[config.mk]
export PLATFORM = sky130hd
export DESIGN_NAME = safety_err_agg
export DESIGN_NICKNAME = d
export VERILOG_FILES = /design/src/rtl/sea_pkg.sv /design/src/rtl/sea_bank.sv /design/src/rtl/sea_summary.sv /design/src/rtl/safety_err_agg.sv
export SDC_FILE = /design/constraint.sdc
export NUM_CORES = 1
export LEC_CHECK = 0
export CAP_MARGIN = 15
export CELL_PAD_IN_SITES_DETAIL_PLACEMENT = 0
export CELL_PAD_IN_SITES_GLOBAL_PLACEMENT = 1
export CORE_ASPECT_RATIO = 1.4
export CORE_MARGIN = 5
export CORE_UTILIZATION = 35
export DETAILED_ROUTE_END_ITERATION = 7
export PLACE_DENSITY_LB_ADDON = 0.15
export SYNTH_ARGS = -nofsm -noshare
export SYNTH_HDL_FRONTEND = slang
export SYNTH_SLANG_ARGS = --single-unit
[constraint.sdc]
create_clock -name clk -period 2.8 [get_ports clk]
set_input_delay 0.84 -clock clk [delete_from_list [all_inputs] [get_ports clk]]
set_output_delay 0.84 -clock clk [all_outputs]
set_load 0.05 [all_outputs]
[src/rtl/sea_pkg.sv]
package sea_pkg;
  localparam int DW       = 32;
  localparam int AW       = 3;
  localparam int QMEMS    = 4;
  localparam int QSTRIDE  = 4;
  localparam int QFLAGS   = 3;
  localparam int CAP_W    = QMEMS + 3;
  localparam int IEN_W    = QMEMS + 1;
  localparam int CAP_OFF  = QMEMS;
  localparam int CAP_PAR  = QMEMS + 1;
  localparam int CAP_TMO  = QMEMS + 2;

  localparam logic [AW-1:0] A_MAC  = 3'd0;
  localparam logic [AW-1:0] A_QMEM = 3'd1;
  localparam logic [AW-1:0] A_DMA  = 3'd2;
  localparam logic [AW-1:0] A_CAP  = 3'd3;
  localparam logic [AW-1:0] A_IEN  = 3'd4;
  localparam logic [AW-1:0] A_SUM  = 3'd5;

  localparam logic [DW-1:0] MAC_PAR_MASK = 32'h0100_00FF;
  localparam logic [DW-1:0] MAC_TMO_MASK = 32'h000F_FF00;
  localparam logic [DW-1:0] MAC_VALID    = MAC_PAR_MASK | MAC_TMO_MASK;
  localparam logic [DW-1:0] DMA_VALID    = (DW'(1) << QFLAGS) - DW'(1);

  function automatic logic [DW-1:0] qmem_valid();
    logic [DW-1:0] m;
    m = '0;
    for (int i = 0; i < QMEMS; i++)
      m |= DMA_VALID << (i * QSTRIDE);
    return m;
  endfunction

  typedef struct packed {
    logic dma_unc;
    logic dma_cor;
    logic q_unc;
    logic q_cor;
    logic core;
  } sum_t;
endpackage

[src/rtl/sea_bank.sv]
module sea_bank
  import sea_pkg::*;
#(
  parameter logic [DW-1:0] VALID = '1
) (
  input  logic          clk,
  input  logic          rst_n,
  input  logic [DW-1:0] err_i,
  input  logic [DW-1:0] cap_i,
  input  logic [DW-1:0] clr_i,
  output logic [DW-1:0] stat_o
);
  logic [DW-1:0] stat_q, stat_d, set_v;
  logic          en;

  always_comb begin
    set_v  = err_i & cap_i & VALID;
    // set takes precedence over a simultaneous clear
    stat_d = (stat_q & ~clr_i) | set_v;
    en     = (|clr_i) | (|set_v);
  end

  always_ff @(posedge clk or negedge rst_n) begin
    if (!rst_n)  stat_q <= '0;
    else if (en) stat_q <= stat_d;
  end

  assign stat_o = stat_q;
endmodule

[src/rtl/sea_summary.sv]
module sea_summary
  import sea_pkg::*;
(
  input  logic [DW-1:0]    mac_i,
  input  logic [DW-1:0]    q_i,
  input  logic [DW-1:0]    dma_i,
  input  logic [IEN_W-1:0] ien_i,
  output sum_t             sum_o,
  output logic             irq_d_o
);
  localparam int QSPAN = QMEMS * QSTRIDE;

  logic [QMEMS-1:0] cor_v, unc_v, irq_v;

  generate
    for (genvar m = 0; m < QMEMS; m++) begin : g_mem
      assign cor_v[m] = q_i[m*QSTRIDE];
      assign unc_v[m] = |q_i[m*QSTRIDE+1 +: QSTRIDE-1];
      assign irq_v[m] = cor_v[m] & ien_i[m];
    end
  endgenerate

  always_comb begin
    sum_o.core    = |mac_i;
    sum_o.q_cor   = |cor_v;
    sum_o.q_unc   = (|unc_v) | (|q_i[DW-1:QSPAN]);
    sum_o.dma_cor = dma_i[0];
    sum_o.dma_unc = |dma_i[DW-1:1];
    irq_d_o = sum_o.core | sum_o.q_unc | sum_o.dma_unc | (|irq_v)
            | (sum_o.dma_cor & ien_i[QMEMS]);
  end
endmodule

[src/rtl/safety_err_agg.sv]
module safety_err_agg
  import sea_pkg::*;
(
  input  logic          clk,
  input  logic          rst_n,
  input  logic [31:0]   mac_err_i,
  input  logic [31:0]   qmem_err_i,
  input  logic [31:0]   dma_err_i,
  input  logic          reg_we,
  input  logic [2:0]    reg_addr,
  input  logic [31:0]   reg_wdata,
  output logic [31:0]   reg_rdata,
  output logic          irq_o
);
  logic [CAP_W-1:0] cap_q, cap_d;
  logic [IEN_W-1:0] ien_q, ien_d;
  logic             cap_en, ien_en;
  logic             irq_q, irq_d;
  logic [DW-1:0]    mac_clr, q_clr, dma_clr;
  logic [DW-1:0]    mac_cap, q_cap, dma_cap;
  logic [DW-1:0]    mac_stat, q_stat, dma_stat;
  sum_t             sum;

  // write decode
  always_comb begin
    mac_clr = (reg_we && reg_addr == A_MAC)  ? reg_wdata : '0;
    q_clr   = (reg_we && reg_addr == A_QMEM) ? reg_wdata : '0;
    dma_clr = (reg_we && reg_addr == A_DMA)  ? reg_wdata : '0;
    cap_en  = reg_we && reg_addr == A_CAP;
    ien_en  = reg_we && reg_addr == A_IEN;
    cap_d   = reg_wdata[CAP_W-1:0];
    ien_d   = reg_wdata[IEN_W-1:0];
  end

  // capture masks
  always_comb begin
    mac_cap = ({DW{cap_q[CAP_PAR]}} & MAC_PAR_MASK)
            | ({DW{cap_q[CAP_TMO]}} & MAC_TMO_MASK);
    dma_cap = {DW{cap_q[CAP_OFF]}} & DMA_VALID;
  end

  generate
    for (genvar m = 0; m < QMEMS; m++) begin : g_qcap
      assign q_cap[m*QSTRIDE +: QSTRIDE] = {QSTRIDE{cap_q[m]}};
    end
    if (QMEMS * QSTRIDE < DW) begin : g_qcap_hi
      assign q_cap[DW-1:QMEMS*QSTRIDE] = '0;
    end
  endgenerate

  sea_bank #(.VALID(MAC_VALID)) u_mac (
    .clk(clk), .rst_n(rst_n), .err_i(mac_err_i), .cap_i(mac_cap),
    .clr_i(mac_clr), .stat_o(mac_stat));

  sea_bank #(.VALID(qmem_valid())) u_qmem (
    .clk(clk), .rst_n(rst_n), .err_i(qmem_err_i), .cap_i(q_cap),
    .clr_i(q_clr), .stat_o(q_stat));

  sea_bank #(.VALID(DMA_VALID)) u_dma (
    .clk(clk), .rst_n(rst_n), .err_i(dma_err_i), .cap_i(dma_cap),
    .clr_i(dma_clr), .stat_o(dma_stat));

  sea_summary u_sum (
    .mac_i(mac_stat), .q_i(q_stat), .dma_i(dma_stat), .ien_i(ien_q),
    .sum_o(sum), .irq_d_o(irq_d));

  always_ff @(posedge clk or negedge rst_n) begin
    if (!rst_n)      cap_q <= '0;
    else if (cap_en) cap_q <= cap_d;
  end

  always_ff @(posedge clk or negedge rst_n) begin
    if (!rst_n)      ien_q <= '0;
    else if (ien_en) ien_q <= ien_d;
  end

  always_ff @(posedge clk or negedge rst_n) begin
    if (!rst_n) irq_q <= 1'b0;
    else        irq_q <= irq_d;
  end

  // read mux
  always_comb begin
    case (reg_addr)
      A_MAC:   reg_rdata = mac_stat;
      A_QMEM:  reg_rdata = q_stat;
      A_DMA:   reg_rdata = dma_stat;
      A_CAP:   reg_rdata = DW'(cap_q);
      A_IEN:   reg_rdata = DW'(ien_q);
      A_SUM:   reg_rdata = DW'(sum);
      default: reg_rdata = '0;
    endcase
  end

  assign irq_o = irq_q;
endmodule

Word level (Yosys, flattened, before mapping)
Index checks and enable logic that the tools add are counted.

ROM bits: 0. Word-level logic and storage cells: 59. Memory bits (writable): 0. Memories kept: 0. Bits of input ports: 134. Flip-flop bits (word level): 109. Bits in latches: 0.

Div/mod/pow operators: 0. Shift-type cells: 0. Multiplexer cells: 4. Reduce and logical (&&, ||, !) cells: 18. Equal/unequal tests: 5. $mul: 0. Order comparisons: 0. Add/sub/neg operators: 0. Bitwise gates (word level): 26.

Operators with widths (count): $pmux 32 s6 (1); $reduce_or 32->1 (4); $and 32x32->32 (3); $mux 32 (3); $not 32->32 (3); $or 32x15->32 (1); $or 32x25->32 (1); $or 32x3->32 (1); $reduce_or 31->1 (1); $and 25x25->25 (1); $or 25x20->25 (1); $reduce_or 12->1 (2); $reduce_or 21->1 (1); $reduce_or 16->1 (1); $and 15x15->15 (1); $or 1x1->1 (8); $reduce_or 4->1 (2); $eq 3x2->1 const B (2); $eq 3x3->1 const B (2); $and 1x1->1 (5); $logic_and 1x1->1 (5); $and 3x3->3 (1); $eq 3x1->1 const B (1); $logic_not 3->1 (1); $reduce_or 3->1 (1).

Depth between registers and ports, before layout
Gate-level depths: netlist (run 1).

Depth after elaboration: 6. Gate-level depth with buffers: 6. Depth with buffers taken out: 4.

Modules after synthesis
Synthesis (run 1) repeated with hierarchy kept, for this count alone.

Cell total of the unflattened synthesis: 594. Area total of the unflattened synthesis: 5885.6 µm².

Modules (own cells, without submodules): safety_err_agg (cells each 294, times used 1, area each 2253.4 µm²); sea_bank (u_mac) (cells each 106, times used 1, area each 1211.2 µm²); sea_bank (u_qmem) (cells each 88, times used 1, area each 1121.1 µm²); sea_bank (u_dma) (cells each 70, times used 1, area each 1031.0 µm²); sea_summary (cells each 36, times used 1, area each 269.0 µm²).

Least setup slack after synthesis (run 1)
Ideal clock, no wire load.

Kind: input port to output port. Start: input port reg_addr[2]. End: output port reg_rdata[4]. Data arrival time: 2.407 ns. Path buffers: 2. Stages: 4. Setup slack: -0.447 ns. Required time: 1.960 ns. Cells stage by stage: buf_2 > buf_2 > nand2_1 > o21ai_0.

Cells in the longest elaborated chain, start to end: 2.

Ends and longest elaborated chain: start, declared (line safety_err_agg.sv:10) `input logic [2:0] reg_addr,`; $eq 3x3->1 (tied with other cells) (line safety_err_agg.sv:84) `case (reg_addr)`; $pmux 32 s6 (*) (line safety_err_agg.sv:84); end, declared (line safety_err_agg.sv:12) `output logic [31:0] reg_rdata,`.

Every way passes the cells marked *; elsewhere a longest branch is shown, timed or not.

Worst setup path after layout (run 1)
Start: input port reg_addr[0]. End: output port reg_rdata[4].

The elaborated chain is that of the path after synthesis.

==> summary.md, run 1 <==
| Metric | Value |
|---|---|
| Synth Flop Type | `dfrtp_1` |
| Yosys cell types | `37` |
| Leakage | `3.21 nW` |
| DRC Markers | `0` |
| Layout Nets | `716` |
| Post-synthesis sequential area ratio | `53.7%` |
| Period utilization | `101%` |
| Slew Viols, Final | `0` |
| 1st-iter DRT viols | `212` |
| Final worst slack | `-0.0283 ns` |
| DR vias/cell | `5.42` |
| Total global-route track usage | `20.5%` |
| Layout area overhead | `47.5%` |
| Worst Setup Start Kind | `primary input` |
| FP Rows | `52` |
| Fraction of the mapped netlist area in adder cells | `0%` |
| Outcome | `complete, but fails checks` |
| Vias | `4,198` |
| Top post-synthesis cells by area | `dfrtp_1 54%, a22o_1 6.2%, a21boi_0 5.9%` |
| Total Power | `3.96 mW` |
| Slowest-stage cell, CP | `mux4_2` |
| Final min period | `2.83 ns` |
| Reg-to-Reg End | `irq_o` |
| Reg power frac | `45.5%` |
| Worst-path clk slew | `0.07 ns` |
| R2R depth | `4` |
| CTS Hold Bufs | `0` |
| Violated checks | `negative setup slack` |
| Total Die Area | `17,100 um2` |
| Mapped Area | `5080 um2` |
| Commonest cells in the synthesized netlist | `109 x dfrtp_1, 56 x nor2_1, 40 x a21boi_0` |
| Cells after synthesis | `458` |
| XOR/XNOR share of the synthesized area | `0%` |
| First-pass GRT wire length | `27,500 um` |
| CTS sink count | `109` |
| Hold Fails Final Rpt | `0` |
| Die width | `112 um` |
| Max-Cap Viols | `0` |
| Post-DP HPWL | `12,400 um` |
| Critical Path Max Stage Delay | `0.49 ns` |
| RSZ-0062 raised after global routing | `true` |
| Final Wtd Congestion | `0.894` |
| Die Ht | `153 um` |
| # diodes | `0` |
| Io pins | `167` |
| Crit path DAT | `1.99 ns` |
| Clk buf depth | `2` |
| Yosys top cell by area | `dfrtp_1` |
| Post-synthesis mux area share | `11.1%` |
| Hold Worst Slack | `0.474 ns` |
| Relative slew slack | `62.3%` |
| Worst-path cell chain | `buf_12 -> mux4_2 -> nor2b_4 -> a31oi_1 -> o21ai_2 -> buf_6` |
| Non-Filler Instances | `775` |
| CP Max Fanout | `4` |
| Peak VDD IR | `0.000289 V` |
| Clock Latency Late Sink | `0.34 ns` |
| NetSw | `1.09 mW` |
| Dpl cells | `755` |
| Dpl ws | `-0.481 ns` |
| Max frequency | `354 MHz` |
| Floorplan core area | `14,400 um2` |
| Num CTS Buffers | `9` |
| P_int | `2.87 mW` |
| H-tree depth | `3` |
| Setup crit end kind | `primary output` |
| Setup Crit Path Kind | `in -> out` |
| TritonCTS clock tree | `done` |
| Compound-Gate Fraction of Synth Area | `19.0%` |
| DRT antenna net count | `0` |
| FF-to-FF setup slack | `1.23 ns` |
| Final WL | `17,200 um` |
| HP Class | `in -> async` |
| Synth Net Count | `592` |
| Setup TNS Final | `-0.0812 ns` |
| Vias in the first global route | `4,738` |
| Critical R2R Launch | `u_dma.stat_o[19]` |
| Syn avg cell area | `11.1 um2` |
| Switching share of power | `27.6%` |
| Synth async-reset ratio | `100%` |
| Port Buf Inserts | `106` |
| Number of synthesized register bits | `109` |
| Root Buffer | `clkbuf_16` |
| Starting density of the core | `35.4%` |
| Final setup vio count | `4` |
| Initial antenna violation count | `0` |
| Wire length per cell after detailed routing | `22.2 um` |
| Largest net degree at the start of global routing | `41` |
| Share of layout cells above drive strength 1 | `28.7%` |
| Count leader, synth | `dfrtp_1` |
| Post-synth top area share | `53.7%` |
| Slew @ Worst Pin | `0.565 ns` |
| Main combinational cell family by area after synthesis | `compound AO/OA/AOI/OAI gates` |
| GR Overflow Total | `0` |
| Clk network pwr share | `34.0%` |
| First-pass DRT Iterations | `6` |
| Simple-Gate Fraction of Synth Area | `12.9%` |
| Ys Warns | `0` |
| Power share of the combinational group | `20.5%` |
| Pwr Density | `529 nW/um2` |
| Number of synthesized flops with an enable pin | `0` |
| Crit path required time | `1.96 ns` |
| Clock skew | `0.00736 ns` |
## sequential cells by signal (all words and copies together), names as in the netlist
signal         flops
cap_q              7
ien_q              5
irq_o              1
u_dma.stat_o      32
u_mac.stat_o      32
u_qmem.stat_o     32
## critical path, delay by kind of cell
family | cells | cell delay (ns)
muxes | 1 | 0.49
AOI/OAI and AO/OA | 2 | 0.27
buffers and inverters | 2 | 0.25
and+or+nand+nor | 1 | 0.14
## cell usage in the layout, fill, tap and decap left out, types with 2 or more instances in the layout
cell,instances
nor4_2,4
o21ai_2,3
dfrtp_1,109
buf_6,6
buf_4,25
mux2i_1,27
bufinv_16,2
mux2i_2,2
a22o_1,36
nor2b_1,2
nor3_1,2
mux4_2,5
nor2b_4,3
clkbuf_1,2
a21oi_2,22
nor4_1,18
inv_1,2
clkdlybuf4s50_1,70
nor2_2,28
buf_12,37
a21boi_0,40
nand4_1,6
a21oi_1,3
a21boi_1,20
mux2_1,5
mux2_2,8
a31oi_1,3
clkbuf_16,10
nand2_1,36
nor2_1,28
## cell families (layout without fill, tap and decap cells)
| logic type | after synthesis | count (layout) |
|---|---|---|
| compound gates | 133 | 133 |
| buf+inv | 31 | 159 |
| flops | 109 | 109 |
| mux | 48 | 48 |
| simple gates | 137 | 137 |
## layer usage
metal	global-route usage, %	share of wire (%)
met1	26.4	42
met2	34.4	50
met3	3.22	4.4
met4	8.17	2.8
met5	0	0
## power groups by stage
stage | Sequential, mW | Clock [mW] | Combinational [mW]
floorplan | 1.77 | 0 | 0.375
global placement | 1.82 | 0 | 0.756
detailed placement | 1.82 | 0 | 0.763
CTS | 1.80 | 1.37 | 0.803
global route | 1.81 | 1.43 | 0.868
finish | 1.80 | 1.35 | 0.814
## through the flow
step                      utilization, %  area (um2)
after floorplan                        -        5130
after global placement              47.7        6860
after detailed placement            47.7        6860
after CTS                           51.2        7360
after global routing                52.1        7500
final                               52.1        7500
## what timing repair did
action                     in CTS  in global routing
cloned                          2                  1
setup endpoints to repair      32                 27
gates resized for setup        43                 30
setup buffers                   2                  0
pin swaps                       3                  2
## worst max-delay path by stage
stage | slack, ns | startpoint | end
final | -0.03 | reg_addr[0] | reg_rdata[4]
after global routing | -0.06 | reg_addr[0] | reg_rdata[4]
after CTS | -0.02 | reg_addr[0] | reg_rdata[3]
after detailed placement | -0.48 | reg_addr[1] | reg_rdata[7]
after global placement | -0.48 | reg_addr[1] | reg_rdata[7]
after floorplan | -0.16 | reg_addr[1] | reg_rdata[16]
## final cells by class
type	count	area (um2)
Clock inverter	4	73.8
Multi-Input combinational cell	318	2430
Timing Repair Buffer	142	1790
Clock buffer	11	233
Inverter	2	7.51
Fill cell	1290	6880
Sequential cell	109	2730
Tap cell	189	236
Note: power is estimated with default switching activity, not from simulation.
==> run 2, diff against run 1 <==
--- a/config.mk
+++ b/config.mk
@@ -9,10 +9,10 @@
 export CELL_PAD_IN_SITES_DETAIL_PLACEMENT = 0
 export CELL_PAD_IN_SITES_GLOBAL_PLACEMENT = 1
 export CORE_ASPECT_RATIO = 1.4
-export CORE_MARGIN = 5
 export CORE_UTILIZATION = 35
 export DETAILED_ROUTE_END_ITERATION = 7
 export PLACE_DENSITY_LB_ADDON = 0.15
+export RECOVER_POWER = 25
 export SYNTH_ARGS = -nofsm -noshare
 export SYNTH_HDL_FRONTEND = slang
 export SYNTH_SLANG_ARGS = --single-unit
==> summary.md, run 2 (same netlist as run 1, synthesis figures left out) <==
| Metric | Value |
|---|---|
| Layout Nets | `720 (+0.56%)` |
| Worst Setup Start Kind | `primary input` |
| Pwr Density | `515 nW/um2 (-2.5%)` |
| HP Class | `reg -> reg` |
| # diodes | `0 (unchanged)` |
| CTS Hold Bufs | `0 (unchanged)` |
| Cell Area, Placed | `6820 um2 (-0.55%)` |
| Vias | `4,268 (+1.7%)` |
| Total global-route track usage | `23.3% (+2.8 points)` |
| Io pins | `167 (unchanged)` |
| Most frequent CP cell | `buf_12` |
| Crit path required time | `1.96 ns (about the same)` |
| Setup crit end kind | `primary output` |
| Crit path DAT | `2.02 ns (+0.03 ns)` |
| Design Area, Final | `7460 um2 (-0.45%)` |
| Post-DP HPWL | `12,100 um (-2.2%)` |
| Port Buf Inserts | `106 (unchanged)` |
| TritonCTS clock tree | `done` |
| DRT antenna net count | `0 (unchanged)` |
| GR Overflow Total | `0 (unchanged)` |
| FP Rows | `51 (-1.9%)` |
| Clk buf depth | `2 (unchanged)` |
| Starting density of the core | `36.2% (+0.86 points)` |
| Leading cell type in the layout, fill and taps excluded | `dfrtp_1` |
| Violated checks | `negative setup slack` |
| Final Wtd Congestion | `0.915 (+2.4%)` |
| H-tree depth | `3 (unchanged)` |
| Root Buffer | `clkbuf_16` |
| First-pass DRT Iterations | `5 (-1)` |
| Largest net degree at the start of global routing | `38 (-7.3%)` |
| Peak VDD IR | `0.000283 V (-2.0%)` |
| Final min period | `2.86 ns (+0.0279 ns)` |
| Floorplan core area | `14,000 um2 (-2.4%)` |
| Wire length per cell after detailed routing | `21.8 um (-2.1%)` |
| Final WL | `16,900 um (-2.0%)` |
| Leakage | `3.21 nW (+0.11%)` |
| Outcome | `complete, but fails checks` |
| Max frequency | `350 MHz (-0.98%)` |
| Initial antenna violation count | `0 (unchanged)` |
| First-pass GRT wire length | `26,200 um (-4.7%)` |
| Critical Path Max Stage Delay | `0.49 ns (about the same)` |
| Worst-path clk slew | `0.07 ns (about the same)` |
| Dpl ws | `-0.568 ns (-0.0871 ns)` |
| Total Power | `3.84 mW (-3.0%)` |
| Slew @ Worst Pin | `0.983 ns (+0.418 ns)` |
| Max-Cap Viols | `0 (unchanged)` |
| Final worst slack | `-0.0563 ns (-0.0279 ns)` |
| Num CTS Buffers | `9 (unchanged)` |
| Slew Viols, Final | `0 (unchanged)` |
| Highest-count cells in the layout ignoring fill and taps | `109 x dfrtp_1, 70 x clkdlybuf4s50_1, 40 x a21boi_0` |
| CTS sink count | `109 (unchanged)` |
| Layout area overhead | `46.8%` |
| Clock Latency Late Sink | `0.35 ns (about the same)` |
| Share of layout cells above drive strength 1 | `25.5% (-3.1 points)` |
| Clock skew | `0.00993 ns (+0.00257 ns)` |
| Period utilization | `102% (+1.0 points)` |
| Setup TNS Final | `-0.115 ns (-0.0339 ns)` |
| CP Max Fanout | `7 (+3)` |
| Slowest-stage cell, CP | `mux4_2` |
| Vias in the first global route | `4,530 (-4.4%)` |
| FILL cells | `1,264 (-2.0%)` |
| Die Ht | `145 um (-5.2%)` |
| Worst-path cell chain | `buf_12 -> buf_12 -> mux4_2 -> mux2_4 -> buf_12` |
| Dpl cells | `750 (-0.66%)` |
| Final setup vio count | `3 (-1)` |
| Hold Worst Slack | `0.537 ns (+0.0621 ns)` |
| Relative slew slack | `34.4% (-28 points)` |
| 1st-iter DRT viols | `171 (-19%)` |
| Die width | `104 um (-7.2%)` |
| Fin util | `53.2% (+1.0 points)` |
| Setup Crit Path Kind | `in -> out` |
| RSZ-0062 raised after global routing | `true` |
| Hold Fails Final Rpt | `0 (unchanged)` |
| DR vias/cell | `5.50 (+1.5%)` |
| Total Die Area | `15,000 um2 (-12%)` |
| DRC Markers | `0 (unchanged)` |
| Non-Filler Instances | `776 (+0.13%)` |
==> run 2: routing by layer <==
layer	wire (um)	vias up	GRT usage, %
met1	6910	2153	28.4
met3	804	22	3.11
li1	-	1935	-
met5	0	-	0
met4	371	0	9.02
met2	8800	158	41.9
==> run 2: worst max-delay path, delay by kind of cell <==
kind,cells,cell delay (ns)
buffers and inverters,3,0.38
muxes,2,0.79
==> run 2: report_power, final <==
group / switching [mW] / internal, mW
sequential: 0.127 / 1.68
combinational: 0.407 / 0.416
clock: 0.587 / 0.631
total: 1.12 / 2.72
==> run 2: area by class of cell <==
cell class / instances / area [um2] / area share [%]
flip-flops and latches: 109 / 2730 / 36.6
multi-input cells: 318 / 2420 / 32.4
clock buffers: 11 / 243 / 3.25
well taps: 185 / 231 / 3.10
clock inverters: 5 / 32.5 / 0.436
repair buffers: 146 / 1800 / 24.1
inverters: 2 / 7.51 / 0.101
==> run 2: repair_timing <==
item                                    4_1_cts  5_1_grt
pin swaps                                     3       10
setup buffers                                 0        7
gates resized for setup                      26       44
cloned                                        1        2
endpoints found under the setup margin       32       31
==> run 2: final timing paths <==
check	cells after the start	start	end	slack (ns)
max reg2reg	4	u_qmem.stat_o[1]	irq_o	1.15
min in group asynchronous	1	rst_n	cap_q[5]	0.65
max in group asynchronous	2	rst_n	cap_q[2]	0.90
min reg2reg	1	u_mac.stat_o[8]	u_mac.stat_o[8]	0.54
max	5	reg_addr[0]	reg_rdata[3]	-0.06
min	1	u_mac.stat_o[8]	u_mac.stat_o[8]	0.54
